===== src/rtl/cmo_pkg.sv =====
package cmo_pkg;
  localparam int unsigned MODE_W = 2;

  typedef enum logic [MODE_W-1:0] {
    CM_HOLD   = 2'b00,
    CM_TOGGLE = 2'b01,
    CM_CLEAR  = 2'b10,
    CM_SET    = 2'b11
  } cm_mode_e;

  localparam logic LVL_RESET = 1'b0;
endpackage


===== src/rtl/cmo_action.sv =====
module cmo_action
  import cmo_pkg::*;
(
  input  logic              cur_lvl,
  input  logic [MODE_W-1:0] mode,
  output logic              nxt_lvl
);
  always_comb begin
    unique case (cm_mode_e'(mode))
      CM_HOLD:   nxt_lvl = cur_lvl;
      CM_TOGGLE: nxt_lvl = ~cur_lvl;
      CM_CLEAR:  nxt_lvl = 1'b0;
      CM_SET:    nxt_lvl = 1'b1;
      default:   nxt_lvl = cur_lvl;
    endcase
  end
endmodule


===== src/rtl/cmo_state.sv =====
module cmo_state
  import cmo_pkg::*;
(
  input  logic clk,
  input  logic rst_n,
  input  logic evt,
  input  logic wr,
  input  logic wdata,
  input  logic nxt_lvl,
  output logic lvl_q
);
  // a write outranks any compare event in the same cycle
  always_ff @(posedge clk or negedge rst_n) begin
    if (!rst_n)   lvl_q <= LVL_RESET;
    else if (wr)  lvl_q <= wdata;
    else if (evt) lvl_q <= nxt_lvl;
  end
endmodule


===== src/rtl/cmo_pinmux.sv =====
module cmo_pinmux
  import cmo_pkg::*;
(
  input  logic [MODE_W-1:0] mode,
  input  logic              lvl,
  input  logic              port_bit,
  input  logic              dir_bit,
  output logic              pin_out,
  output logic              pin_oe
);
  logic ovr;
  assign ovr     = |mode;
  assign pin_out = ovr ? lvl : port_bit;
  assign pin_oe  = dir_bit;
endmodule


===== src/rtl/cmo_unit.sv =====
module cmo_unit
  import cmo_pkg::*;
(
  input  logic              clk,
  input  logic              rst_n,
  input  logic              cmp_match,
  input  logic              cmp_force,
  input  logic [MODE_W-1:0] cmp_mode,
  input  logic              lvl_wr,
  input  logic              lvl_wdata,
  input  logic              port_bit,
  input  logic              dir_bit,
  output logic              pin_out,
  output logic              pin_oe
);
  logic oc_q;
  logic oc_nxt;
  logic oc_evt;

  assign oc_evt = cmp_match | cmp_force;

  cmo_action u_act (
    .cur_lvl (oc_q),
    .mode    (cmp_mode),
    .nxt_lvl (oc_nxt)
  );

  cmo_state u_st (
    .clk     (clk),
    .rst_n   (rst_n),
    .evt     (oc_evt),
    .wr      (lvl_wr),
    .wdata   (lvl_wdata),
    .nxt_lvl (oc_nxt),
    .lvl_q   (oc_q)
  );

  cmo_pinmux u_mux (
    .mode     (cmp_mode),
    .lvl      (oc_q),
    .port_bit (port_bit),
    .dir_bit  (dir_bit),
    .pin_out  (pin_out),
    .pin_oe   (pin_oe)
  );
endmodule


===== config.mk =====
export PLATFORM = sky130hd
export DESIGN_NAME = cmo_unit
export DESIGN_NICKNAME = d
export VERILOG_FILES = /design/src/rtl/cmo_pkg.sv /design/src/rtl/cmo_action.sv /design/src/rtl/cmo_state.sv /design/src/rtl/cmo_pinmux.sv /design/src/rtl/cmo_unit.sv
export SDC_FILE = /design/constraint.sdc
export NUM_CORES = 1
export LEC_CHECK = 0
export CORE_AREA = 10 10 47 49
export CTS_CLUSTER_SIZE = 10
export DETAILED_ROUTE_END_ITERATION = 10
export DIE_AREA = 0 0 57 59
export PLACE_DENSITY = 0.38
export SLEW_MARGIN = 20
export SYNTH_ARGS = -nofsm -noshare
export SYNTH_HDL_FRONTEND = slang
export SYNTH_HIERARCHICAL = 1
export SYNTH_SLANG_ARGS = --single-unit

===== constraint.sdc =====
create_clock -name clk -period 0.9 [get_ports clk]
set_input_delay 0.18 -clock clk [delete_from_list [all_inputs] [get_ports clk]]
set_output_delay 0.18 -clock clk [all_outputs]
set_load 0.01 [all_outputs]

### After elaboration in Yosys (flattened, before gate mapping)

Index checks and enable logic that the tools add are counted.

| cells by class | value |
|---|---|
| div/mod/pow operators | 0 |
| equality and inequality tests | 4 |
| multiply operators | 0 |
| shift-type cells | 0 |
| bitwise operators | 2 |
| reduce and logical (&&, ||, !) cells | 4 |
| add/sub/neg operators | 0 |
| multiplexer cells | 4 |
| order comparisons | 0 |

Operators with widths:

| kind | number |
|---|---|
| $eq A2 B2 Y1 const B | 2 |
| $mux W1 | 3 |
| $pmux W1 S3 | 1 |
| $eq A2 B1 Y1 const B | 1 |
| $logic_not A2 Y1 | 1 |
| $ne A2 B2 Y1 const B | 1 |
| $reduce_and A2 Y1 | 1 |
| $reduce_bool A2 Y1 | 1 |
| $reduce_or A2 Y1 | 1 |
| $not A1 Y1 | 1 |
| $or A1 B1 Y1 | 1 |

| word-level totals | value |
|---|---|
| word-level logic and storage cells | 15 |
| flip-flop bits (word level) | 1 |
| latch bits | 0 |
| memories | 0 |
| output and inout port bits | 2 |
| input bits | 10 |
| bits in writable memories | 0 |
| memory bits (read-only) | 0 |

### Logic depth before layout (Yosys ltp)

| logic depth | value |
|---|---|
| depth after elaboration | 4 |
| depth in mapped cells | 4 |
| depth with buffers taken out | 4 |

### Modules after synthesis

The synthesis kept the hierarchy.

Modules (own cells, without submodules):

| module | area an instance (sq um) | cells each | times used |
|---|---|---|---|
| cmo_state | 43.8 | 4 | 1 |
| cmo_action | 30.0 | 2 | 1 |
| cmo_pinmux | 22.5 | 3 | 1 |
| cmo_unit | 6.3 | 1 | 1 |

### Worst setup path after synthesis

Ideal clock, no wire load.

| timing | value |
|---|---|
| path kind | reg-to-output |
| from | register u_st.lvl_q |
| to | output port pin_out |
| stages on the path, launching flop included | 2 |
| arrival time | 0.721 ns |
| setup slack | -0.001 ns |
| buffers on the path | 0 |
| required time | 0.720 ns |
| path through | dfrtp_1 > mux2_1 |

| on the way | value |
|---|---|
| longest elaborated chain between the ends | 1 |

Ends and longest elaborated chain:

| element | RTL line | RTL |
|---|---|---|
| from (decl) | cmo_state.sv:10 | `output logic lvl_q` |
| from (signal assigned) | cmo_state.sv:15 | `else if (wr) lvl_q <= wdata;` |
| from (signal assigned) | cmo_state.sv:16 | `else if (evt) lvl_q <= nxt_lvl;` |
| $mux W1 | cmo_pinmux.sv:13 | `assign pin_out = ovr ? lvl : port_bit;` |
| to (decl) | cmo_unit.sv:13 | `output logic pin_out,` |

No other way between the ends.

### Worst setup path in the final report

| timing | value |
|---|---|
| from | input port cmp_mode[0] |
| to | output port pin_out |

| on the way | value |
|---|---|
| longest elaborated chain between the ends | 2 |

Ends and longest elaborated chain:

| element | RTL line | RTL |
|---|---|---|
| from (decl) | cmo_unit.sv:8 | `input logic [MODE_W-1:0] cmp_mode,` |
| $reduce_or A2 Y1 | cmo_pinmux.sv:12 | `assign ovr = \|mode;` |
| $mux W1 | cmo_pinmux.sv:13 |  |

No other way between the ends.

==> impl_metrics.tcl <==
set metrics [dict create \
    outcome "complete, but fails checks" \
    failed_checks "setup timing" \
    die_area_um2 3360 \
    placementRows 14 \
    vdd_ir_drop_max_mv 0.239 \
    areaGrowthSynthToFinish_pct 144 \
    cp-startpoint "cmp_mode[0]" \
    n_antenna_cell 0 \
    grt_antenna_before_repair 0 \
    syn-cell-area_um2 103 \
    rsz_0062_raised_after_global_routing "true" \
    biggest_fanout_along_the_worst_timing_path 2 \
    largestRegisters "u_st/lvl_q (1)" \
    dr.first_iter.drc_count 0 \
    globalRouteTotalUtil 0.0267 \
    drc_errors 0 \
    insertion_delay_ns 0 \
    worst-endpoint-required_ns 0.72 \
    die_y_um 59 \
    cap_violations 0 \
    max_flop_register "u_st/lvl_q" \
    first_pass_grt_wire_length_um 717 \
    global_route.overflow_total 0 \
    timing.critical_path.to "pin_out" \
    vias 105 \
    power-per-cell-area_nw_per_um2 708 \
    gp_congestion 0.616 \
    fp.coreArea_um2 1400 \
    drt-pass1-iter-count 1 \
    worstSetupEndpointType "primary output" \
    whs_ns 0.343 \
    post_route_cells_drive_above_1_share 0.476 \
    worst_slack_placed_ns -0.837 \
    postSynthNetCount 20 \
    achievable-frequency_mhz 1020 \
    worstPathArrival_ns 0.80 \
    power.leakage_nw 0.113 \
    regToRegStartpoint "u_st/lvl_q$_DFFE_PN0P_" \
    route.antenna.remaining_nets 0 \
    die-width_um 57 \
    path_class "input port to primary output" \
    number_of_global_route_vias_before_repair 130 \
    path_class_of_the_lowest_slack_min_delay_path "input port to async pin" \
    place.port_buffers 9 \
    worst_r2r_path_depth 5 \
    rrSetupSlack_ns -0.08 \
    tightestPinTransition_ns 0.134 \
    timing.clock.skew_ns 0 \
    postLayoutSetupSlackWorst_ns -0.0835 \
    slew-limit-headroom 0.908 \
    largest_register_ffs 1 \
    mostFrequentLayoutCells "3 x sky130_fd_sc_hd__clkdlybuf4s15_1, 3 x sky130_fd_sc_hd__buf_6, 3 x sky130_fd_sc_hd__clkdlybuf4s50_1" \
    finalWorstPathRequiredPeriod_ns 0.984 \
    largest_net_degree_at_the_start_of_global_routing 3 \
    startpoint_type "input port" \
    post_cts_hold_buffer_count 0 \
    design.portCount 12 \
    final_min_period_over_clock_period 1.09 \
    synth-warning-count 6 \
    synth_cells 10 \
    ys_seq_elements 1 \
    finalSetupViolations 2 \
    worstReg2RegEnd "u_st/lvl_q$_DFFE_PN0P_" \
    hold_viol 0 \
    maxSlewViolCount 0 \
    sequential_element_share_of_the_synthesized_area 0.244 \
    mean_cell_area_of_the_mapped_netlist_um2 10.3 \
    synth.lib_cells_used.distinct 10 \
    via_per_inst 2.84 \
    cts.reportedPaths.clkPinSlew_ns 0 \
    routed_wirelength_um 432 \
    avgRoutedWirePerCell_um 11.7 \
    initial_core_util 0.0732 \
    design.final.nets 33 \
]
per-layer routing:
| layer | GRT usage | part of all wire | vias to the layer above |
|---|---|---|---|
| met4 | 0 | 0 | 0 |
| met2 | 0.0248 | 0.21 | 10 |
| met1 | 0.0390 | 0.52 | 41 |
| met3 | 0.0279 | 0.27 | 0 |
| met5 | 0 | 0 | - |
| li1 | - | - | 54 |
through the flow:
| step | cells | TNS (ns) | power (mW) | util | instance area [um2] |
|---|---|---|---|---|---|
| floorplan | 10 | 0 | 0.0965 | - | 103 |
| global placement | 36 | -1.14 | 0.155 | 0.157 | 220 |
| detailed placement | 36 | -1.18 | 0.157 | 0.157 | 220 |
| CTS | 36 | -0.173 | 0.170 | 0.171 | 239 |
| global route | 37 | -0.277 | 0.189 | 0.179 | 250 |
| finish | 37 | -0.164 | 0.177 | 0.179 | 250 |
worst min path at each step:
stage / slack [ns] / endpoint / cells past startpoint
3_5_place_dp: 0.35 / u_st/lvl_q$_DFFE_PN0P_ / 1
6_report: 0.34 / u_st/lvl_q$_DFFE_PN0P_ / 1
3_3_place_gp: 0.34 / u_st/lvl_q$_DFFE_PN0P_ / 1
4_1_cts: 0.35 / u_st/lvl_q$_DFFE_PN0P_ / 1
2_1_floorplan: -0.12 / u_st/lvl_q$_DFFE_PN0P_ / 0
5_1_grt: 0.36 / u_st/lvl_q$_DFFE_PN0P_ / 1
cells in the mapped netlist:
cell                       n  share of area
sky130_fd_sc_hd__mux2_1    1           0.11
sky130_fd_sc_hd__o21ai_1   1          0.049
sky130_fd_sc_hd__nand2b_4  1           0.13
sky130_fd_sc_hd__nand2_1   1          0.037
sky130_fd_sc_hd__dfrtp_1   1           0.24
sky130_fd_sc_hd__nor2_1    1          0.037
sky130_fd_sc_hd__or2_1     1          0.061
sky130_fd_sc_hd__buf_4     1          0.073
sky130_fd_sc_hd__mux2i_1   1          0.098
sky130_fd_sc_hd__xnor2_2   1           0.16
worst max-delay path, stage by stage:
cell and delay (ns):
sky130_fd_sc_hd__buf_8 0.10, sky130_fd_sc_hd__nor2_4 0.10, sky130_fd_sc_hd__mux2_4 0.31, sky130_fd_sc_hd__buf_6 0.12
kinds of logic after synthesis:
group	after synthesis	synth area share
AND/OR/NAND/NOR	4	0.268
multiplexers	2	0.207
flip-flops	1	0.244
buffers and inverters	1	0.0732
AO/OA/AOI/OAI	1	0.0487
XOR/XNOR	1	0.159
what timing repair did:
action,in CTS,in global routing
buffers inserted,0,1
pin swaps,3,1
resized for setup,25,1
endpoints found under the setup margin,2,2
endpoints found under the hold margin,0,0
layout make-up:
class                      count  area (um2)
fill                         162        1150
timing repair buffer          12         124
multi-input combinational      8        81.3
sequential                     1        25.0
tap                           16        20.0
power by group:
part | internal (mW) | switching [mW]
Combinational | 0.0854 | 0.0367
Clock | 0 | 0
Sequential | 0.0510 | 0.00408
(Power assumes the default switching activity.)
